--- src/rtl/dma_chain_channel.sv ---
module dma_chain_channel #(
  parameter int CNT_W = 24
) (
  input  logic        clk,
  input  logic        rst_n,
  input  logic        reg_wr,
  input  logic [2:0]  reg_addr,
  input  logic [31:0] reg_wdata,
  output logic [31:0] reg_rdata,
  output logic        mem_req,
  output logic        mem_we,
  output logic [31:0] mem_addr,
  output logic [1:0]  mem_size,
  output logic [31:0] mem_wdata,
  input  logic        mem_gnt,
  input  logic        mem_rsp,
  input  logic        mem_rsp_err,
  input  logic [31:0] mem_rdata,
  output logic        done
);
  localparam logic [2:0] A_CTRL = 3'd0, A_STAT = 3'd1, A_SRC = 3'd2,
                         A_DST = 3'd3, A_CNT = 3'd4, A_DESC = 3'd5;

  typedef enum logic [2:0] {S_IDLE, S_FETCH, S_RD, S_WR, S_SEG} state_t;

  state_t           state;
  logic [7:0]       ctrl_q;
  logic [31:0]      src_q, dst_q, desc_q, next_q, data_q;
  logic [CNT_W-1:0] cnt_q;
  logic             last_q, wait_q;
  logic [1:0]       widx;
  logic             busy_q, eot_q, err_q, cfg_q, done_q;

  wire chain_m = ctrl_q[1];
  wire s_hold  = !chain_m && ctrl_q[2];
  wire d_hold  = !chain_m && ctrl_q[3];
  wire [1:0] raw_sz  = s_hold ? ctrl_q[5:4] : d_hold ? ctrl_q[7:6] : 2'd2;
  wire [1:0] beat_sz = (raw_sz == 2'd3) ? 2'd2 : raw_sz;
  wire [2:0] bytes   = 3'd1 << beat_sz;
  wire [CNT_W-1:0] bytes_c = {{(CNT_W-3){1'b0}}, bytes};

  wire wr_ok      = reg_wr && !busy_q;
  wire start_edge = wr_ok && reg_addr == A_CTRL && reg_wdata[0] && !ctrl_q[0];
  wire bad_hold   = !reg_wdata[1] && reg_wdata[2] && reg_wdata[3];
  wire rsp_ok     = wait_q && mem_rsp && !mem_rsp_err;

  assign mem_req   = (state == S_FETCH || state == S_RD || state == S_WR) && !wait_q;
  assign mem_we    = state == S_WR;
  assign mem_addr  = (state == S_FETCH) ? desc_q + {28'd0, widx, 2'b00}
                   : (state == S_RD) ? src_q : dst_q;
  assign mem_size  = (state == S_FETCH) ? 2'd2 : beat_sz;
  assign mem_wdata = data_q;
  assign done      = done_q;

  always_comb begin
    case (reg_addr)
      A_CTRL:  reg_rdata = {24'd0, ctrl_q};
      A_STAT:  reg_rdata = {28'd0, cfg_q, err_q, eot_q, busy_q};
      A_SRC:   reg_rdata = src_q;
      A_DST:   reg_rdata = dst_q;
      A_CNT:   reg_rdata = {{(32-CNT_W){1'b0}}, cnt_q};
      A_DESC:  reg_rdata = desc_q;
      default: reg_rdata = 32'd0;
    endcase
  end

  always_ff @(posedge clk) begin
    if (!rst_n) begin
      state  <= S_IDLE;
      ctrl_q <= '0;
      src_q  <= '0;
      dst_q  <= '0;
      desc_q <= '0;
      next_q <= '0;
      data_q <= '0;
      cnt_q  <= '0;
      last_q <= 1'b0;
      wait_q <= 1'b0;
      widx   <= '0;
      busy_q <= 1'b0;
      eot_q  <= 1'b0;
      err_q  <= 1'b0;
      cfg_q  <= 1'b0;
      done_q <= 1'b0;
    end else begin
      done_q <= 1'b0;

      if (reg_wr && reg_addr == A_STAT) begin
        if (reg_wdata[1]) eot_q <= 1'b0;
        if (reg_wdata[2]) err_q <= 1'b0;
        if (reg_wdata[3]) cfg_q <= 1'b0;
      end

      if (wr_ok) begin
        case (reg_addr)
          A_CTRL: ctrl_q <= reg_wdata[7:0];
          A_SRC:  src_q  <= reg_wdata;
          A_DST:  dst_q  <= reg_wdata;
          A_CNT:  cnt_q  <= reg_wdata[CNT_W-1:0];
          A_DESC: desc_q <= reg_wdata;
          default: ;
        endcase
      end

      if (start_edge) begin
        if (bad_hold) begin
          cfg_q <= 1'b1;
        end else begin
          busy_q <= 1'b1;
          widx   <= '0;
          if (reg_wdata[1]) begin
            state <= S_FETCH;
          end else begin
            last_q <= 1'b1;
            state  <= (cnt_q == '0) ? S_SEG : S_RD;
          end
        end
      end

      if (mem_req && mem_gnt) wait_q <= 1'b1;

      if (wait_q && mem_rsp) begin
        wait_q <= 1'b0;
        if (mem_rsp_err) begin
          err_q  <= 1'b1;
          busy_q <= 1'b0;
          state  <= S_IDLE;
        end
      end

      if (rsp_ok) begin
        case (state)
          S_FETCH: begin
            widx <= widx + 2'd1;
            case (widx)
              2'd0: src_q <= mem_rdata;
              2'd1: dst_q <= mem_rdata;
              2'd2: begin
                next_q <= {mem_rdata[31:4], 4'b0000};
                last_q <= mem_rdata[0];
              end
              default: begin
                cnt_q <= mem_rdata[CNT_W-1:0];
                state <= (mem_rdata[CNT_W-1:0] == '0) ? S_SEG : S_RD;
              end
            endcase
          end
          S_RD: begin
            data_q <= mem_rdata;
            state  <= S_WR;
          end
          S_WR: begin
            if (!s_hold) src_q <= src_q + {29'd0, bytes};
            if (!d_hold) dst_q <= dst_q + {29'd0, bytes};
            if (cnt_q <= bytes_c) begin
              cnt_q <= '0;
              state <= S_SEG;
            end else begin
              cnt_q <= cnt_q - bytes_c;
              state <= S_RD;
            end
          end
          default: ;
        endcase
      end

      if (state == S_SEG) begin
        if (chain_m && !last_q) begin
          desc_q <= next_q;
          widx   <= '0;
          state  <= S_FETCH;
        end else begin
          busy_q <= 1'b0;
          eot_q  <= 1'b1;
          done_q <= 1'b1;
          state  <= S_IDLE;
        end
      end
    end
  end
endmodule


--- config.mk ---
export PLATFORM = sky130hd
export DESIGN_NAME = dma_chain_channel
export DESIGN_NICKNAME = d
export VERILOG_FILES = /design/src/rtl/dma_chain_channel.sv
export SDC_FILE = /design/constraint.sdc
export NUM_CORES = 1
export LEC_CHECK = 0
export CORE_MARGIN = 2
export CORE_UTILIZATION = 45
export CTS_CLUSTER_SIZE = 30
export DETAILED_ROUTE_END_ITERATION = 8
export GPL_TIMING_DRIVEN = 1
export PLACE_DENSITY = 0.63
export REMOVE_ABC_BUFFERS = 1
export SLEW_MARGIN = 5
export SYNTH_ARGS = -nofsm -noshare
export SYNTH_HDL_FRONTEND = slang
export SYNTH_SLANG_ARGS = --single-unit
--- constraint.sdc ---
create_clock -name clk -period 3.6 [get_ports clk]
set_clock_uncertainty 0.05 [all_clocks]
set_input_delay 1.08 -clock clk [delete_from_list [all_inputs] [get_ports clk]]
set_output_delay 1.08 -clock clk [all_outputs]
set_load 0.005 [all_outputs]
### Word-level counts from Yosys, hierarchy flattened

Cells that the tools add are included.

* flip-flop bits (word level): 200
* input port bits: 73
* output and inout port bits: 101
* word-level logic and storage cells: 142

* add/sub/neg operators: 5
* order comparisons: 1
* equal/unequal tests: 12
* shift-type cells: 1
* muxes and demuxes: 73
* bitwise operators: 1
* reduce and logical (&&, ||, !) cells: 33

Operators by type and width (number)
* two-way mux 32 bit: 16
* case mux 32 bit (6 select lines): 1
* case mux 32 bit (2 select lines): 2
* two-way mux 24 bit: 5
* adder 32 x 3 -> 32 bit: 2
* logical NOT 24 bit: 2
* case mux 24 bit (2 select lines): 1
* two-way mux 3 bit: 11
* adder 32 x 4 -> 32 bit: 1
* two-way mux 1 bit: 26
* less-or-equal comparator 24 x 3 -> 1 bit: 1
* subtractor 24 x 3 -> 24 bit: 1
* two-way mux 2 bit: 10
* logical AND 1 bit: 14
* == test 3 x 2 -> 1 bit (second input constant): 4
* == test 3 bit (second input constant): 3
* case mux 3 bit (3 select lines): 1
* logical NOT 1 bit: 7
* == test 3 x 1 -> 1 bit (second input constant): 2
* AND reduction 2 bit: 3
* == test 2 bit (second input constant): 2
* logical NOT 3 bit: 1
* AND reduction 3 bit: 1
* OR reduction 3 bit: 1
* other kinds (7): 8

### Longest topological paths before layout

* depth in word-level cells: 12
* mapped depth: 14
* mapped depth without buffers: 14

### Worst setup path before layout

Ideal clock, no wire load.

* kind: register -> output
* start point: register widx[0]
* end point: output port mem_addr[26]
* data arrival time: 2313 ps
* data required time: 2470 ps
* setup slack: 157 ps
* stages on the path, launching flop included: 10
* path buffers: 0
* path through: dfxtp_1 > ha_1 > inv_1 > fa_1 > nand2b_1 > nor4_1 > and2_1 > nand4_1 > xor2_1 > a21oi_1

* longest elaborated chain between the ends: 2

RTL lines
* from (decl): RTL line 31 `logic [1:0] widx;`
* from (signal assigned): RTL line 134 `widx <= widx + 2'd1;`
* adder 32 x 4 -> 32 bit: RTL line 49 `assign mem_addr = (state == S_FETCH) ? desc_q + {28'd0, widx, 2'b00}`
* two-way mux 32 bit: RTL line 49
* to (decl): RTL line 12 `output logic [31:0] mem_addr,`

No other way between the ends.

### Worst setup path after layout

* start point: register widx[0]
* end point: output port mem_addr[24]

The elaborated chain is that of the path after synthesis.

==> impl_metrics.env <==
export IMPL_intPower_uw=3500
export IMPL_clk_insertion_delay_late_ns=0.47
export IMPL_cp_end_kind="primary output"
export IMPL_cts_buffers=17
export IMPL_finalWeightedCongestion=1.01
export IMPL_min_from="mem_wdata[11]"
export IMPL_cts_root_buffer="clkbuf_16"
export IMPL_min_to="mem_wdata[11]"
export IMPL_grt_setup_unrepaired="yes"
export IMPL_synthToLayoutAreaGrowth_pct=29.4
export IMPL_use_met1_pct=49.0
export IMPL_yosysSeqAreaShare_pct=27.9
export IMPL_drcViolationCount=0
export IMPL_gr_usage_all_layers_pct=38.0
export IMPL_setup_violations=11
export IMPL_synth_area_um2=14300
export IMPL_p_switching_uw=1550
export IMPL_violations="negative setup slack"
export IMPL_ir_drop_uv=320
export IMPL_dp_hpwl_um=44400
export IMPL_netSwitchingFraction_pct=30.7
export IMPL_antenna_found_initial=0
export IMPL_fp_coreArea_um2=31500
export IMPL_period_share_pct=109
export IMPL_grt_overflow_total=0
export IMPL_tritoncts="done"
export IMPL_required_ns=2.47
export IMPL_io_buffer_count=173
export IMPL_final_util_pct=59.0
export IMPL_start_kind="register"
export IMPL_wire_per_inst_um=25.5
export IMPL_status="finished with violations"
export IMPL_worstMarginPinSlew_ns=0.924
export IMPL_crit_type="register to primary output"
export IMPL_num_vias=16300
export IMPL_power_share_clock_pct=39.1
export IMPL_drt_pass1_iter_count=6
export IMPL_drive_gt1_share_pct=16.3
export IMPL_min_path_type="register to register"
export IMPL_max_cap_violations=0
export IMPL_synth_distinct_cells=76
export IMPL_fp_dieH_um=182
export IMPL_ys_async_sr_fraction_pct=0
export IMPL_leakage_uw=0.00738
export IMPL_holdPathStages=2
export IMPL_pwr_share_comb_pct=15.7
export IMPL_power_per_cell_area_nw_per_um2=272
export IMPL_fmax_mhz=256
export IMPL_drt_wl_total_um=64700
export IMPL_synth_ff_type="dfxtp_1"
export IMPL_yosys_warnings=0
export IMPL_rows=65
export IMPL_r2r_end="dst_q[26]"
export IMPL_syn_avg_cell_area_um2=7.59
export IMPL_ant_nets=0
export IMPL_r2r_cells=15
export IMPL_dp_cells=2475
export IMPL_post_place_ws_ns=-0.655
export IMPL_crit_family="simple AND/OR/NAND/NOR gates"
export IMPL_use_met3_pct=7.72
export IMPL_slew_headroom_pct=38.2
export IMPL_grt_pass1_wl_um=95700
export IMPL_met2_usage_pct=59.6
export IMPL_p_seq_share_pct=45.2
export IMPL_io_pin_count=174
export IMPL_synth_edf_count=0
export IMPL_start_util_pct=45.5
export IMPL_layoutNonFillerInstCount=2531
export IMPL_ys_ff_latch=200
export IMPL_dieArea_um2=33300
export IMPL_die_w_um=182
export IMPL_grt_pass1_vias=15700
export IMPL_first_iter_violations=1867
export IMPL_drv_slew=0
export IMPL_postCtsHoldBufs=0
export IMPL_crit_path_max_fanout=5
export IMPL_nFillCells=2919
export IMPL_finalCriticalPeriod_ns=3.91
export IMPL_clkTransAtPathRegs_ns=0.08
export IMPL_viasPerCell=6.44
export IMPL_r2r_start="ctrl_q[7]"
export IMPL_worst_slack_ns=-0.312
export IMPL_h_tree_depth=4
export IMPL_cp_slowest_cell="fa_2"
export IMPL_cp_arrival_ns=2.78
export IMPL_crit_chain="ha_4 > inv_2 > fa_2 > nand2b_4 > nor4_4 > buf_4 > buf_6 > and2_4 > buf_4 > nand2_2 > xor2_1 > a21oi_1 > buf_2"
export IMPL_clk_path_buf_depth=2
export IMPL_slowest_delay_ns=0.39
export IMPL_clock_sinks=200
export IMPL_top_usage_layer="met2"
export IMPL_nets=2208
export IMPL_crit_buf_inv=5
export IMPL_grt_max_degree=64
export IMPL_diodes=0
export IMPL_crit_top_cell="buf_4"
export IMPL_finalHoldViolations=0
export IMPL_synthCells=1889
export IMPL_r2r_slack_ns=0.13
worst min-delay path, cell delays in order, from the launching register on:
cell	delay (ns)
dfxtp_1	0.31
nand2_1	0.05
a21oi_1	0.05
cell usage after synthesis (14+ instances only):
master	count	share of area, %
a211oi_1	66	3.5
a21oi_1	148	5.2
a221oi_1	23	1.4
a22oi_1	14	0.73
and3_1	25	1.1
buf_1	14	0.37
buf_2	17	0.59
clkbuf_1	111	2.9
dfxtp_1	200	28
ha_1	15	1.3
inv_1	27	0.71
mux2_2	20	1.6
mux2i_1	177	12
nand2_1	310	8.1
nand2b_1	16	0.70
nand3_1	45	1.6
nand4_1	28	1.2
nor2_1	156	4.1
nor2b_1	26	1.1
nor3_1	20	0.70
nor4_1	17	0.74
o211ai_1	19	1.0
o21ai_0	93	3.2
o21ai_1	32	1.1
o221ai_1	23	1.4
o22ai_1	32	1.4
xnor2_1	54	3.3
xor2_1	39	2.4
how the worst max path moves through the flow:
stage	from	end	slack, ns	cells after the start
floorplan	state[2]	mem_addr[0]	-1.93	3
global route	widx[0]	mem_addr[30]	-0.42	12
global placement	reg_addr[1]	reg_rdata[26]	-0.65	8
detailed placement	reg_addr[2]	reg_rdata[29]	-0.66	8
CTS	widx[0]	mem_addr[30]	-0.29	12
finish	widx[0]	mem_addr[24]	-0.31	13
per-stage QoR:
step | power [uW] | setup TNS [ns] | cell area [um^2] | hold WS [ns]
3_3_place_gp | 3080 | -20.25 | 17500 | 0.390
3_5_place_dp | 3090 | -22.94 | 17500 | 0.397
4_1_cts | 5040 | -1.75 | 18200 | 0.406
6_report | 5060 | -2.33 | 18600 | 0.406
2_1_floorplan | 2670 | -258.29 | 13800 | 0.387
5_1_grt | 5190 | -3.88 | 18600 | 0.425
cells in the final DEF, fill, tap and decap left out, types with 18 or more instances in the layout:
master,count
nand2_1,304
dfxtp_1,192
mux2i_1,177
a21oi_1,146
nor2_1,145
buf_4,143
clkdlybuf4s50_1,129
o21ai_0,85
a211oi_1,65
xnor2_1,50
nand3_1,40
o21ai_1,39
xor2_1,38
o22ai_1,28
nand4_1,28
nor2b_1,25
and3_1,25
inv_1,24
a221oi_1,23
o221ai_1,22
buf_12,22
buf_2,22
mux2_2,20
o211ai_1,19
clkbuf_16,19
nor3_1,18
state kept, by name (all words and copies together) (netlist names), 2 cells and up:
register	cells
cnt_q	24
ctrl_q	8
desc_q	32
dst_q	32
mem_wdata	32
next_q	28
src_q	32
state	3
widx	2
metal layers:
layer  wire length, um  share of wire (%)
met1             26100                 40
met2             28900                 45
met3              6030                9.3
met4              3580                5.5
met5                 0                  0
cell families (layout without fill, tap and decap cells):
| kind of cell | Yosys count | in the layout | share of synthesized area [%] |
|---|---|---|---|
| flip-flops | 200 | 200 | 27.9 |
| AND/OR/NAND/NOR | 692 | 692 | 22.5 |
| multiplexers | 202 | 202 | 14.6 |
| AO/OA/AOI/OAI | 511 | 511 | 22.8 |
| buffers and inverters | 172 | 412 | 4.69 |
| adder cells (fa/ha/maj) | 19 | 19 | 1.87 |
| XOR/XNOR | 93 | 93 | 5.68 |
power groups by stage:
stage | Clock (uW) | Combinational [uW] | Sequential (uW)
floorplan | 0 | 343 | 2320
global placement | 0 | 745 | 2340
detailed placement | 0 | 751 | 2340
CTS | 2000 | 759 | 2280
global route | 2070 | 830 | 2290
finish | 1970 | 793 | 2290
final cells by class:
class                           count  area [um^2]  share of cell area, %
Sequential cell                   200         4020                   21.6
Clock inverter                     14          133                  0.715
Inverter                           28          115                  0.620
Clock buffer                       18          429                   2.31
Multi-Input combinational cell   1517         9980                   53.8
Timing Repair Buffer              352         3380                   18.2
Tap cell                          402          503                   2.71
what timing repair did:
item,CTS,global route
pin swaps,21,19
setup endpoints to repair,64,59
buffers inserted,10,14
resized for setup,135,80
gates cloned,2,1
(Power assumes the default switching activity.)
